[config.mk]
export PLATFORM = sky130hd
export DESIGN_NAME = serial_bit_recovery
export DESIGN_NICKNAME = d
export VERILOG_FILES = /design/src/rtl/sbr_pkg.sv /design/src/rtl/sbr_phase_track.sv /design/src/rtl/sbr_word_align.sv /design/src/rtl/serial_bit_recovery.sv
export SDC_FILE = /design/constraint.sdc
export NUM_CORES = 1
export LEC_CHECK = 0
export BUFFER_PORTS_ARGS = -buffer_cell sky130_fd_sc_hd__clkbuf_2
export CORE_MARGIN = 2
export CORE_UTILIZATION = 45
export CTS_CLUSTER_SIZE = 28
export DETAILED_ROUTE_END_ITERATION = 7
export GPL_ROUTABILITY_DRIVEN = 0
export GPL_TIMING_DRIVEN = 0
export PLACE_DENSITY = 0.75
export REMOVE_ABC_BUFFERS = 1
export SLEW_MARGIN = 10
export SYNTH_ARGS = -nofsm -noshare
export SYNTH_HDL_FRONTEND = slang
export SYNTH_SLANG_ARGS = --single-unit
[constraint.sdc]
create_clock -name clk -period 1.45 [get_ports clk]
set_input_delay 0.0725 -clock clk [delete_from_list [all_inputs] [get_ports clk]]
set_output_delay 0.0725 -clock clk [all_outputs]
set_load 0.05 [all_outputs]
[src/rtl/sbr_pkg.sv]
package sbr_pkg;
    typedef enum logic [1:0] {
        AL_SEARCH  = 2'd0,
        AL_CONFIRM = 2'd1,
        AL_LOCKED  = 2'd2,
        AL_SUSPECT = 2'd3
    } align_state_t;
endpackage

[src/rtl/sbr_phase_track.sv]
module sbr_phase_track #(
    parameter int OSR = 5
) (
    input  logic clk,
    input  logic rst,
    input  logic samp_en,
    input  logic samp_in,
    output logic bit_valid,
    output logic bit_out
);
    localparam int CW = (OSR > 2) ? $clog2(OSR) : 1;
    localparam logic [CW-1:0] PH_LAST   = CW'(OSR - 1);
    localparam logic [CW-1:0] PH_CENTER = CW'(OSR / 2);

    logic          prev_q;
    logic [CW-1:0] ph_q;
    logic [CW-1:0] ph_nx;
    logic          edge_seen;

    always_comb begin
        edge_seen = (samp_in != prev_q);
        if (edge_seen)
            ph_nx = '0;
        else if (ph_q == PH_LAST)
            ph_nx = '0;
        else
            ph_nx = ph_q + CW'(1);
    end

    always_ff @(posedge clk) begin
        if (rst) begin
            prev_q    <= 1'b0;
            ph_q      <= '0;
            bit_valid <= 1'b0;
            bit_out   <= 1'b0;
        end else begin
            bit_valid <= 1'b0;
            if (samp_en) begin
                prev_q <= samp_in;
                ph_q   <= ph_nx;
                if (ph_nx == PH_CENTER) begin
                    bit_valid <= 1'b1;
                    bit_out   <= samp_in;
                end
            end
        end
    end

    // a transition restarts the phase
    p_edge_restart_r2: assert property (@(posedge clk) disable iff (rst)
        (samp_en && (samp_in != prev_q)) |=> (ph_q == '0));
    // phase never leaves its range
    p_phase_bound_r3: assert property (@(posedge clk) disable iff (rst)
        ph_q <= PH_LAST);
    // a strobe only follows an enabled sample
    p_valid_enabled_r5: assert property (@(posedge clk) disable iff (rst)
        bit_valid |-> $past(samp_en));
endmodule

[src/rtl/sbr_word_align.sv]
module sbr_word_align
    import sbr_pkg::*;
#(
    parameter int              WORD_W  = 8,
    parameter logic [WORD_W-1:0] PATTERN = 8'b01011010
) (
    input  logic clk,
    input  logic rst,
    input  logic bit_valid,
    input  logic bit_in,
    output logic locked,
    output logic word_start,
    output logic lock_lost
);
    localparam int BCW = $clog2(WORD_W);
    localparam logic [BCW-1:0] B_LAST = BCW'(WORD_W - 1);

    align_state_t      st_q, st_nx;
    logic [WORD_W-1:0] sr_q, sr_nx;
    logic [BCW-1:0]    bcnt_q;
    logic              match, at_bnd;

    always_comb begin
        sr_nx  = {sr_q[WORD_W-2:0], bit_in};
        match  = (sr_nx == PATTERN);
        at_bnd = (bcnt_q == B_LAST);
    end

    // next-state logic
    always_comb begin
        st_nx = st_q;
        if (bit_valid) begin
            unique case (st_q)
                AL_SEARCH:  if (match) st_nx = AL_CONFIRM;
                AL_CONFIRM: if (at_bnd) st_nx = match ? AL_LOCKED : AL_SEARCH;
                AL_LOCKED:  if (at_bnd && !match) st_nx = AL_SUSPECT;
                AL_SUSPECT: if (at_bnd) st_nx = match ? AL_LOCKED : AL_SEARCH;
                default:    st_nx = AL_SEARCH;
            endcase
        end
    end

    // state register
    always_ff @(posedge clk) begin
        if (rst) st_q <= AL_SEARCH;
        else     st_q <= st_nx;
    end

    // word shift register and boundary counter
    always_ff @(posedge clk) begin
        if (rst) begin
            sr_q   <= '0;
            bcnt_q <= '0;
        end else if (bit_valid) begin
            sr_q <= sr_nx;
            if (st_q == AL_SEARCH || at_bnd)
                bcnt_q <= '0;
            else
                bcnt_q <= bcnt_q + BCW'(1);
        end
    end

    // registered pulse outputs
    always_ff @(posedge clk) begin
        if (rst) begin
            word_start <= 1'b0;
            lock_lost  <= 1'b0;
        end else begin
            word_start <= 1'b0;
            lock_lost  <= 1'b0;
            if (bit_valid && at_bnd && st_q != AL_SEARCH) begin
                word_start <= (st_nx == AL_LOCKED) || (st_nx == AL_SUSPECT);
                lock_lost  <= (st_q == AL_SUSPECT) && (st_nx == AL_SEARCH);
            end
        end
    end

    assign locked = (st_q == AL_LOCKED) || (st_q == AL_SUSPECT);

    // lock always starts with a boundary mark
    p_lock_rise_r6: assert property (@(posedge clk) disable iff (rst)
        $rose(locked) |-> word_start);
    // no boundary mark without lock
    p_ws_locked_r7: assert property (@(posedge clk) disable iff (rst)
        word_start |-> locked);
    // loss pulse follows a locked cycle and leaves lock dropped
    p_lost_drop_r9: assert property (@(posedge clk) disable iff (rst)
        lock_lost |-> (!locked && $past(locked)));
    // loss and boundary pulses never coincide
    p_pulse_excl_r9: assert property (@(posedge clk) disable iff (rst)
        $onehot0({word_start, lock_lost}));
endmodule

[src/rtl/serial_bit_recovery.sv]
module serial_bit_recovery #(
    parameter int                OSR     = 5,
    parameter int                WORD_W  = 8,
    parameter logic [WORD_W-1:0] PATTERN = 8'b01011010
) (
    input  logic clk,
    input  logic rst,
    input  logic samp_en,
    input  logic samp_in,
    output logic bit_valid,
    output logic bit_out,
    output logic locked,
    output logic word_start,
    output logic lock_lost
);
    sbr_phase_track #(.OSR(OSR)) u_phase (
        .clk      (clk),
        .rst      (rst),
        .samp_en  (samp_en),
        .samp_in  (samp_in),
        .bit_valid(bit_valid),
        .bit_out  (bit_out)
    );

    sbr_word_align #(.WORD_W(WORD_W), .PATTERN(PATTERN)) u_align (
        .clk       (clk),
        .rst       (rst),
        .bit_valid (bit_valid),
        .bit_in    (bit_out),
        .locked    (locked),
        .word_start(word_start),
        .lock_lost (lock_lost)
    );

    // outputs quiet on the cycle after reset
    p_reset_quiet_r1: assert property (@(posedge clk)
        $past(rst) |-> (!bit_valid && !locked && !word_start && !lock_lost));
endmodule

==> results of run 1 <==
worst reg2reg max path, delay by kind of cell, from the launching register on:
family | cells | cell delay, ps
flip-flops | 1 | 370
AO/OA/AOI/OAI | 1 | 130
AND/OR/NAND/NOR | 2 | 590
adder cells (fa/ha/maj) | 2 | 280
stage by stage:
stage / util, % / TNS, ps / hold WS (ps)
after floorplan: - / -798.1 / 141.6
after global placement: 52.00 / -91.28 / 359.5
after detailed placement: 52.00 / -227.3 / 368.2
after CTS: 54.53 / -37.29 / 37.64
after global routing: 59.72 / -56.19 / 65.44
final: 59.72 / 0 / 67.63
final cells by class:
cell class	count	area (um^2)
fill	165	718.2
inverter	6	22.52
sequential	20	411.6
tap	25	31.28
timing repair buffer	9	47.55
clock buffer	4	36.28
multi-input combinational	62	515.5
sequential cells by signal, summed over array words and instances, names as in the netlist:
name and flops:
u_align.sr_q 7, u_align.bcnt_q 3, u_phase.ph_q 3, u_align.st_q 2
u_align.lock_lost 1, u_align.word_start 1, u_phase.bit_out 1, u_phase.bit_valid 1
u_phase.prev_q 1
metal layers:
| metal | GRT usage, % | up-vias | share of wire [%] |
|---|---|---|---|
| met4 | 6.486 | 0 | 0.81 |
| met3 | 6.667 | 2 | 2.8 |
| li1 | - | 333 | - |
| met2 | 24.80 | 9 | 49 |
| met1 | 16.89 | 301 | 47 |
| met5 | 0 | - | 0 |
power by group:
| part | internal [mW] | switching, mW | leakage, nW |
|---|---|---|---|
| combinational | 0.0226 | 0.0344 | 0.216 |
| clock | 0.153 | 0.162 | 0.0210 |
| sequential | 0.552 | 0.00629 | 0.164 |
cell usage in the layout, fill, tap and decap left out, types with 2 or more instances in the layout:
master	n
clkbuf_2	8
clkbuf_4	3
dfxtp_4	2
inv_1	5
a22oi_1	2
nor2_1	13
nand2b_1	3
dfxtp_2	3
nor3_1	2
ha_4	3
dfxtp_1	15
nand3_1	3
mux2i_1	12
nand2_1	5
a21oi_1	5
cell families after synthesis:
group | share of synthesized area, %
and+or+nand+nor | 22.14
DFF | 45.71
buffers and inverters | 4.856
adders and majority gates | 5.715
xor gates and xnor gates | 1.000
muxes | 13.71
AOI/OAI and AO/OA | 6.856
worst max-delay path by stage:
stage,start,to,depth (start not counted)
finish,u_align.bcnt_q[1]$_SDFFE_PP0P_,u_align.st_q[0]$_SDFF_PP0_,5
global route,u_align.bcnt_q[1]$_SDFFE_PP0P_,u_align.st_q[0]$_SDFF_PP0_,5
CTS,u_align.bcnt_q[0]$_SDFFE_PP0P_,u_align.st_q[0]$_SDFF_PP0_,5
detailed placement,u_phase.bit_valid$_SDFF_PP0_,u_align.st_q[0]$_SDFF_PP0_,3
global placement,u_phase.bit_valid$_SDFF_PP0_,u_align.st_q[0]$_SDFF_PP0_,3
floorplan,u_phase.bit_valid$_SDFF_PP0_,u_align.st_q[0]$_SDFF_PP0_,3
what timing repair did:
action / in CTS / in global routing
resized for setup: 3 / 17
pin swaps: 0 / 5
setup buffers: 0 / 1
setup endpoints to repair: 6 / 3
hold endpoints to repair: 0 / 0
==> results.yml, run 1 <==
status:
  status: "finished clean"
critical_path:
  cp_num_buf_inv: 0
  reg2reg_slack_ps: 10
  r2r_cells: 5
  path_class: "reg2reg"
  reg2reg_to: "u_align.st_q[0]$_SDFF_PP0_"
  crit_path_max_fanout: 3
  crit_path_top_delay_cell: "or4b_1"
  crit_family: "simple AND/OR/NAND/NOR gates"
  arrival_ps: 1660
  endpoint_kind: "flip-flop"
  crit_top_cell: "ha_4"
  cpPeakStageDelay_ps: 530
  crit_path_start_kind: "flip-flop"
  required_ps: 1680
  crit_path_cell_trace: "ha_4 > ha_4 > nand2_4 > or4b_1 > a31oi_1"
  regToRegStartpoint: "u_align.bcnt_q[1]$_SDFFE_PP0P_"
timing:
  clock_skew_ps: 1.605
  rsz0062_at_grt: "yes"
  finalSetupViolCount: 0
  fmax_ghz: 0.6963
  finalMaxSlewViolations: 0
  slew_headroom_pct: 74.22
  fin_ws_ps: 13.86
  worst_slew_pin_slew_ps: 386.7
  hold_violations: 0
  fin_crit_ps: 1436
  fin_crit_sh_pct: 99.04
routing:
  drt_pre_antenna_iters: 4
  totalWireLength_um: 1485
  post_drt_via_cell_ratio: 5.119
  wl_per_cell_um: 11.79
  drt_iter0_markers: 7
  drc: 0
  vias: 645
  drtAntennaViolNets: 0
synthesis:
  synth_cell_types: 26
  yosysTopAreaCell: "dfxtp_1"
  syn_inst: 92
  yosysWarnings: 0
  ys_ff_latch: 20
  syn_area_per_cell_um2: 9.520
  ys_top_cells_by_count: "20 x dfxtp_1, 13 x nor2_1, 12 x mux2i_1"
  synth_edf_count: 0
  synth.top_cell.area_share_pct: 45.71
  synthArstFlopShare_pct: 0
  synth_area_um2: 875.8
  ys_seq_area_share_pct: 45.71
  synth.area.top_cells: "dfxtp_1 46%, mux2i_1 14%, ha_1 5.7%"
  synth_top_flop_cell: "dfxtp_1"
  yosysMostFrequentCell: "dfxtp_1"
floorplan:
  io-pin-count: 9
  die_w_um: 48.12
  core_area_um2: 1783
  rows: 15
  design.die.area_um2: 2315
  initial_core_util_pct: 49.12
  die-height_um: 48.12
layout:
  nets: 110
  drive_gt1_share_pct: 27.72
  fin_area_um2: 1065
  final_cells: 126
  area_growth_syn_to_layout_pct: 21.57
  antenna_cells: 0
clock_network:
  cts_sinks: 20
  h-tree-depth: 1
  clk_pin_slew_ps: 110
  cts_buffers: 3
  cts_root_buf: "clkbuf_4"
  postCtsHoldBufs: 0
  clkLatencyLatePin_ps: 290
  cts.path.max_buffers: 2
  cts_tree: "yes"
grt:
  grt_first_pass_wirelength_um: 2277
  grt_pass1_vias: 537
  grt_max_degree: 22
  grt_overflow: 0
  antenna_found_initial: 0
  gr-usage-all-layers_pct: 15.06
pwr:
  vdd_drop_max_uv: 701.3
  finalPower_mw: 0.9302
  powerDensity_nw_per_um2: 873.6
  p_leak_nw: 0.4019
hold_path:
  whs_path_depth: 3
  hold_start: "samp_in"
  holdPathEnd: "u_phase.bit_out$_SDFFE_PP0P_"
  hold_path.class: "in2reg"
place:
  place.port_buffers: 8
  dp_cells: 121
  dp_hpwl_um: 976.2
  dp_slack_ps: -136.9
  post_dp_cell_area_um2: 927.1
run:
  cap_violations: 0
(Power assumes the default switching activity.)
==> run 2: changes to the inputs <==
- CORE_MARGIN: 2 -> 5
- CORE_UTILIZATION: 45 -> 33
- PLACE_DENSITY: 0.75 -> 0.6
==> run 2 against run 1 <==
Count of clock-buffer cells in the layout shrank 1. Via count increased by 1.6%. Non-clock buffer count rose by 2. Die area grew 63%. Clock skew rose by 1.0 ps. Critical path depth is the same. Combinational power grew 4.0%. Register-to-register slack better by 30 ps. Core utilization down 17 points. Setup slack improved by 25 ps. Final area grew 0.94%. Global-route usage decreased by 5.9 points. Largest cell class unchanged. Largest power group unchanged.
==> results.yml, run 2 (synthesis results as in run 1) <==
routing:
  drc: 0
  wl_met2_um: 678
  vias: 655
  post_drt_via_cell_ratio: 4.962
  wl_met1_um: 736
  wl_per_cell_um: 11.46
  highest_layer: "met4"
  wl_met3_um: 71
  drt_pre_antenna_iters: 4
  drtAntennaViolNets: 0
  drt_iter0_markers: 14
  totalWireLength_um: 1513
pwr:
  intPower_mw: 0.6745
  comb_power_share_pct: 6.8
  power_switching_mw: 0.1985
  powerDensity_nw_per_um2: 812.3
  switching_share_pct: 22.74
  seqPwrFrac_pct: 64.1
  vdd_drop_max_uv: 550.0
  p_clk_share_pct: 29.1
  p_leak_nw: 0.4054
floorplan:
  io-pin-count: 9
  rows: 18
  die_w_um: 61.52
  die-height_um: 61.52
  design.die.area_um2: 3784
  initial_core_util_pct: 35.04
  core_area_um2: 2500
grt:
  grt_first_pass_wirelength_um: 2525
  antenna_found_initial: 0
  grt_pass1_vias: 624
  gr-usage-all-layers_pct: 9.165
  grt_overflow: 0
  grt_max_degree: 22
place:
  dp_slack_ps: -128.7
  place.port_buffers: 8
  dp_hpwl_um: 988
  dp_cells: 126
critical_path:
  crit_path_top_delay_cell: "or4b_1"
  crit_path_max_fanout: 4
  arrival_ps: 1640
  path_class: "reg2reg"
  crit_path_start_kind: "flip-flop"
  endpoint_kind: "flip-flop"
  crit_path_cell_trace: "ha_4 > ha_4 > nand2_4 > or4b_1 > a31oi_1"
  required_ps: 1680
  cpPeakStageDelay_ps: 470
  crit_family: "simple AND/OR/NAND/NOR gates"
  cp_num_buf_inv: 0
  crit_top_cell: "ha_4"
clock_network:
  cts_buffers: 3
  clkLatencyLatePin_ps: 290
  postCtsHoldBufs: 0
  cts.path.max_buffers: 2
  cts_sinks: 20
  cts_root_buf: "clkbuf_4"
  cts_tree: "yes"
  h-tree-depth: 1
  clk_pin_slew_ps: 100
timing:
  finalSetupViolCount: 0
  fin_crit_sh_pct: 97.29
  finalMaxSlewViolations: 0
  clock_skew_ps: 2.624
  rsz0062_at_grt: "yes"
  worst_slew_pin_slew_ps: 400.0
  hold_slack_ps: 76.64
  fin_crit_ps: 1411
  setup-tns-final_ps: 0
  fin_ws_ps: 39.30
  slew_headroom_pct: 73.33
  hold_violations: 0
  fmax_ghz: 0.7089
layout:
  multi_input_area_um2: 520.5
  layout_common_cells: "15 x dfxtp_1, 13 x nor2_1, 12 x mux2i_1"
  area_growth_syn_to_layout_pct: 22.71
  final_util_pct: 42.99
  nets: 112
  layout.area.seq_um2: 409.1
  largestRegisters: "u_align.sr_q: 7 flops, u_align.bcnt_q: 3 flops, u_phase.ph_q: 3 flops"
  largest_register_ffs: 7
  regMostFlops: "u_align.sr_q"
  fillers: 248
  antenna_cells: 0
  final_cells: 132
  final_common_cell: "dfxtp_1"
  drive_gt1_share_pct: 29.41
run:
  cap_violations: 0
status:
  status: "finished clean"
hold_path:
  hold_path.class: "in2reg"
[run 2: cell count changes in the layout (fill, tap and decap cells not counted), sizes merged]
cell,change
buf,+2
clkbuf,-1
[run 2: layer usage]
layer / GRT usage (%) / vias up
met2: 13.75 / 10
met3: 3.774 / 4
met5: 0 / -
li1: - / 335
met4: 4.545 / 0
met1: 11.28 / 306
[run 2: per-stage QoR]
step,instance area [um^2],power (mW)
finish,1075,0.8730
global route,1075,0.9174
floorplan,855.8,0.5937
detailed placement,933.4,0.6127
CTS,987.2,0.8716
global placement,933.4,0.6114
[run 2: final cells by class]
type                    instances  share of cell area (%)
clock buffers                   3                   2.095
inverters                       6                   2.095
multi-input cells              62                   48.43
flip-flops and latches         20                   38.07
well taps                      30                   3.492
repair buffers                 11                   5.821
[run 2: power by group through the flow]
| stage | Clock [mW] | Sequential, mW | Combinational [mW] |
|---|---|---|---|
| after CTS | 0.270 | 0.560 | 0.0423 |
| after detailed placement | 0 | 0.572 | 0.0410 |
| final | 0.254 | 0.560 | 0.0594 |
| after floorplan | 0 | 0.572 | 0.0222 |
| after global routing | 0.290 | 0.561 | 0.0667 |
| after global placement | 0 | 0.571 | 0.0399 |
[run 2: final timing paths]
kind	startpoint	end	slack (ps)	cells past startpoint
worst max-delay path	u_align.bcnt_q[0]$_SDFFE_PP0P_	u_align.st_q[0]$_SDFF_PP0_	40	5
worst min-delay path	samp_in	u_phase.bit_out$_SDFFE_PP0P_	80	3
worst max register to register	u_align.bcnt_q[0]$_SDFFE_PP0P_	u_align.st_q[0]$_SDFF_PP0_	40	5
worst min register to register	u_phase.ph_q[1]$_SDFFE_PP0P_	u_phase.ph_q[1]$_SDFFE_PP0P_	480	2
[run 2: timing repair]
action	CTS	global route
pin swaps	1	3
resized for setup	7	13
setup buffers	2	1
endpoints found under the setup margin	3	5
[run 2: worst register-to-register path, cell delays in order (launching register included)]
cell     delay, ps
dfxtp_2        370
ha_4           140
ha_4           130
nand2_4         60
or4b_1         470
a31oi_1        170
==> run 3: changes to the inputs <==
- CTS_BUF_LIST: default -> sky130_fd_sc_hd__clkbuf_2
==> run 3 against run 2 <==
Power is 4.6% lower. Non-clock buffer count unchanged. Clock skew up 5.0 ps. Final cell count unchanged. Sequential share of layout area increased by 0.27 points. First-iteration DRC count is 50% lower. Final area decreased by 0.70%. Sequential cell count is the same. Largest cell class unchanged. Global-route usage barely moved. Critical endpoint unchanged. Sequential power hardly changed.
==> results.yml, run 3 (synthesis results as in run 1) <==
status:
  status: "finished clean"
critical_path:
  crit_family: "simple AND/OR/NAND/NOR gates"
  arrival_ps: 1670
  endpoint_kind: "flip-flop"
  crit_top_cell: "ha_4"
  crit_path_cell_trace: "ha_4 > ha_4 > nand2_4 > or4b_1 > a31oi_1"
  cp_num_buf_inv: 0
  crit_path_start_kind: "flip-flop"
  path_class: "reg2reg"
  cpPeakStageDelay_ps: 470
  required_ps: 1700
  crit_path_max_fanout: 4
  crit_path_top_delay_cell: "or4b_1"
place:
  place.port_buffers: 8
  dp_slack_ps: -128.7
  dp_cells: 126
  post_dp_cell_area_um2: 933.4
  dp_hpwl_um: 988
timing:
  finalMaxSlewViolations: 0
  hold_violations: 0
  fin_ws_ps: 25.68
  worst_slew_pin_slew_ps: 389.3
  setup-tns-final_ps: 0
  clock_skew_ps: 7.627
  fmax_ghz: 0.7021
  finalSetupViolCount: 0
  slew_headroom_pct: 74.04
  fin_crit_sh_pct: 98.23
  hold_slack_ps: 59.39
  rsz0062_at_grt: "yes"
  fin_crit_ps: 1424
layout:
  layout.area.seq_um2: 409.1
  antenna_cells: 0
  fillers: 252
  fin_area_um2: 1067
  multi_input_area_um2: 520.5
  regMostFlops: "u_align.sr_q"
  layout_common_cells: "15 x dfxtp_1, 13 x nor2_1, 12 x mux2i_1"
  largestRegisters: "u_align.sr_q: 7 flops, u_align.bcnt_q: 3 flops, u_phase.ph_q: 3 flops"
  drive_gt1_share_pct: 29.41
  final_util_pct: 42.69
  final_common_cell: "dfxtp_1"
  largest_register_ffs: 7
  area_growth_syn_to_layout_pct: 21.86
  final_cells: 132
  nets: 112
clock_network:
  cts_buffers: 3
  clkLatencyLatePin_ps: 310
  cts.path.max_buffers: 2
  clk_pin_slew_ps: 170
  h-tree-depth: 1
  cts_root_buf: "clkbuf_2"
  cts_tree: "yes"
  cts_sinks: 20
grt:
  gr-usage-all-layers_pct: 9.122
  grt_first_pass_wirelength_um: 2539
  grt_pass1_vias: 616
  grt_overflow: 0
  grt_max_degree: 22
  antenna_found_initial: 0
floorplan:
  rows: 18
  design.die.area_um2: 3784
  core_area_um2: 2500
  die-height_um: 61.52
  die_w_um: 61.52
  initial_core_util_pct: 35.04
  io-pin-count: 9
pwr:
  vdd_drop_max_uv: 604.1
  powerDensity_nw_per_um2: 780.7
  p_leak_nw: 0.4041
  finalPower_mw: 0.8332
routing:
  totalWireLength_um: 1522
  post_drt_via_cell_ratio: 4.962
  drtAntennaViolNets: 0
  highest_layer: "met4"
  wl_met3_um: 74
  drt_pre_antenna_iters: 4
  wl_met1_um: 745
  wl_met2_um: 685
  wl_per_cell_um: 11.53
  vias: 655
  drt_iter0_markers: 7
  drc: 0
hold_path:
  hold_path.class: "in2reg"
run:
  cap_violations: 0
-- run 3: timing repair --
item | 4_1_cts | 5_1_grt
pin swaps | 1 | 3
resized for setup | 7 | 13
cloned | 0 | 0
endpoints found under the setup margin | 6 | 5
hold buffers | 0 | 0
buffers inserted | 2 | 1
-- run 3: worst register-to-register path: cells and delay by family, from the launching register on --
| kind | cells | cell delay (ps) |
|---|---|---|
| AND/OR/NAND/NOR | 2 | 530 |
| flip-flops | 1 | 390 |
| adder cells (fa/ha/maj) | 2 | 270 |
| AO/OA/AOI/OAI | 1 | 170 |
-- run 3: report_power, final --
group	switching, mW	internal (mW)
logic	0.0349	0.0243
clock network	0.157	0.0564
registers	0.00640	0.555
total	0.198	0.635
-- run 3: layout make-up --
class	count	share of cell area (%)
Inverter	6	2.110
Sequential cell	20	38.34
Multi-Input combinational cell	62	48.77
Clock buffer	3	1.407
Timing Repair Buffer	11	5.862
Tap cell	30	3.517
-- run 3: layer usage --
metal	global-route usage [%]	up-vias
met5	0	-
met4	3.636	0
met3	3.774	2
met2	13.90	10
met1	11.41	309
li1	-	334
-- run 3: final timing paths --
kind,slack (ps),from,endpoint,cells after the start
setup / recovery,30,u_align.bcnt_q[0]$_SDFFE_PP0P_,u_align.st_q[0]$_SDFF_PP0_,5
hold / removal,60,samp_in,u_phase.bit_out$_SDFFE_PP0P_,3
setup reg to reg,30,u_align.bcnt_q[0]$_SDFFE_PP0P_,u_align.st_q[0]$_SDFF_PP0_,5
hold reg to reg,490,u_phase.ph_q[1]$_SDFFE_PP0P_,u_phase.ph_q[1]$_SDFFE_PP0P_,2
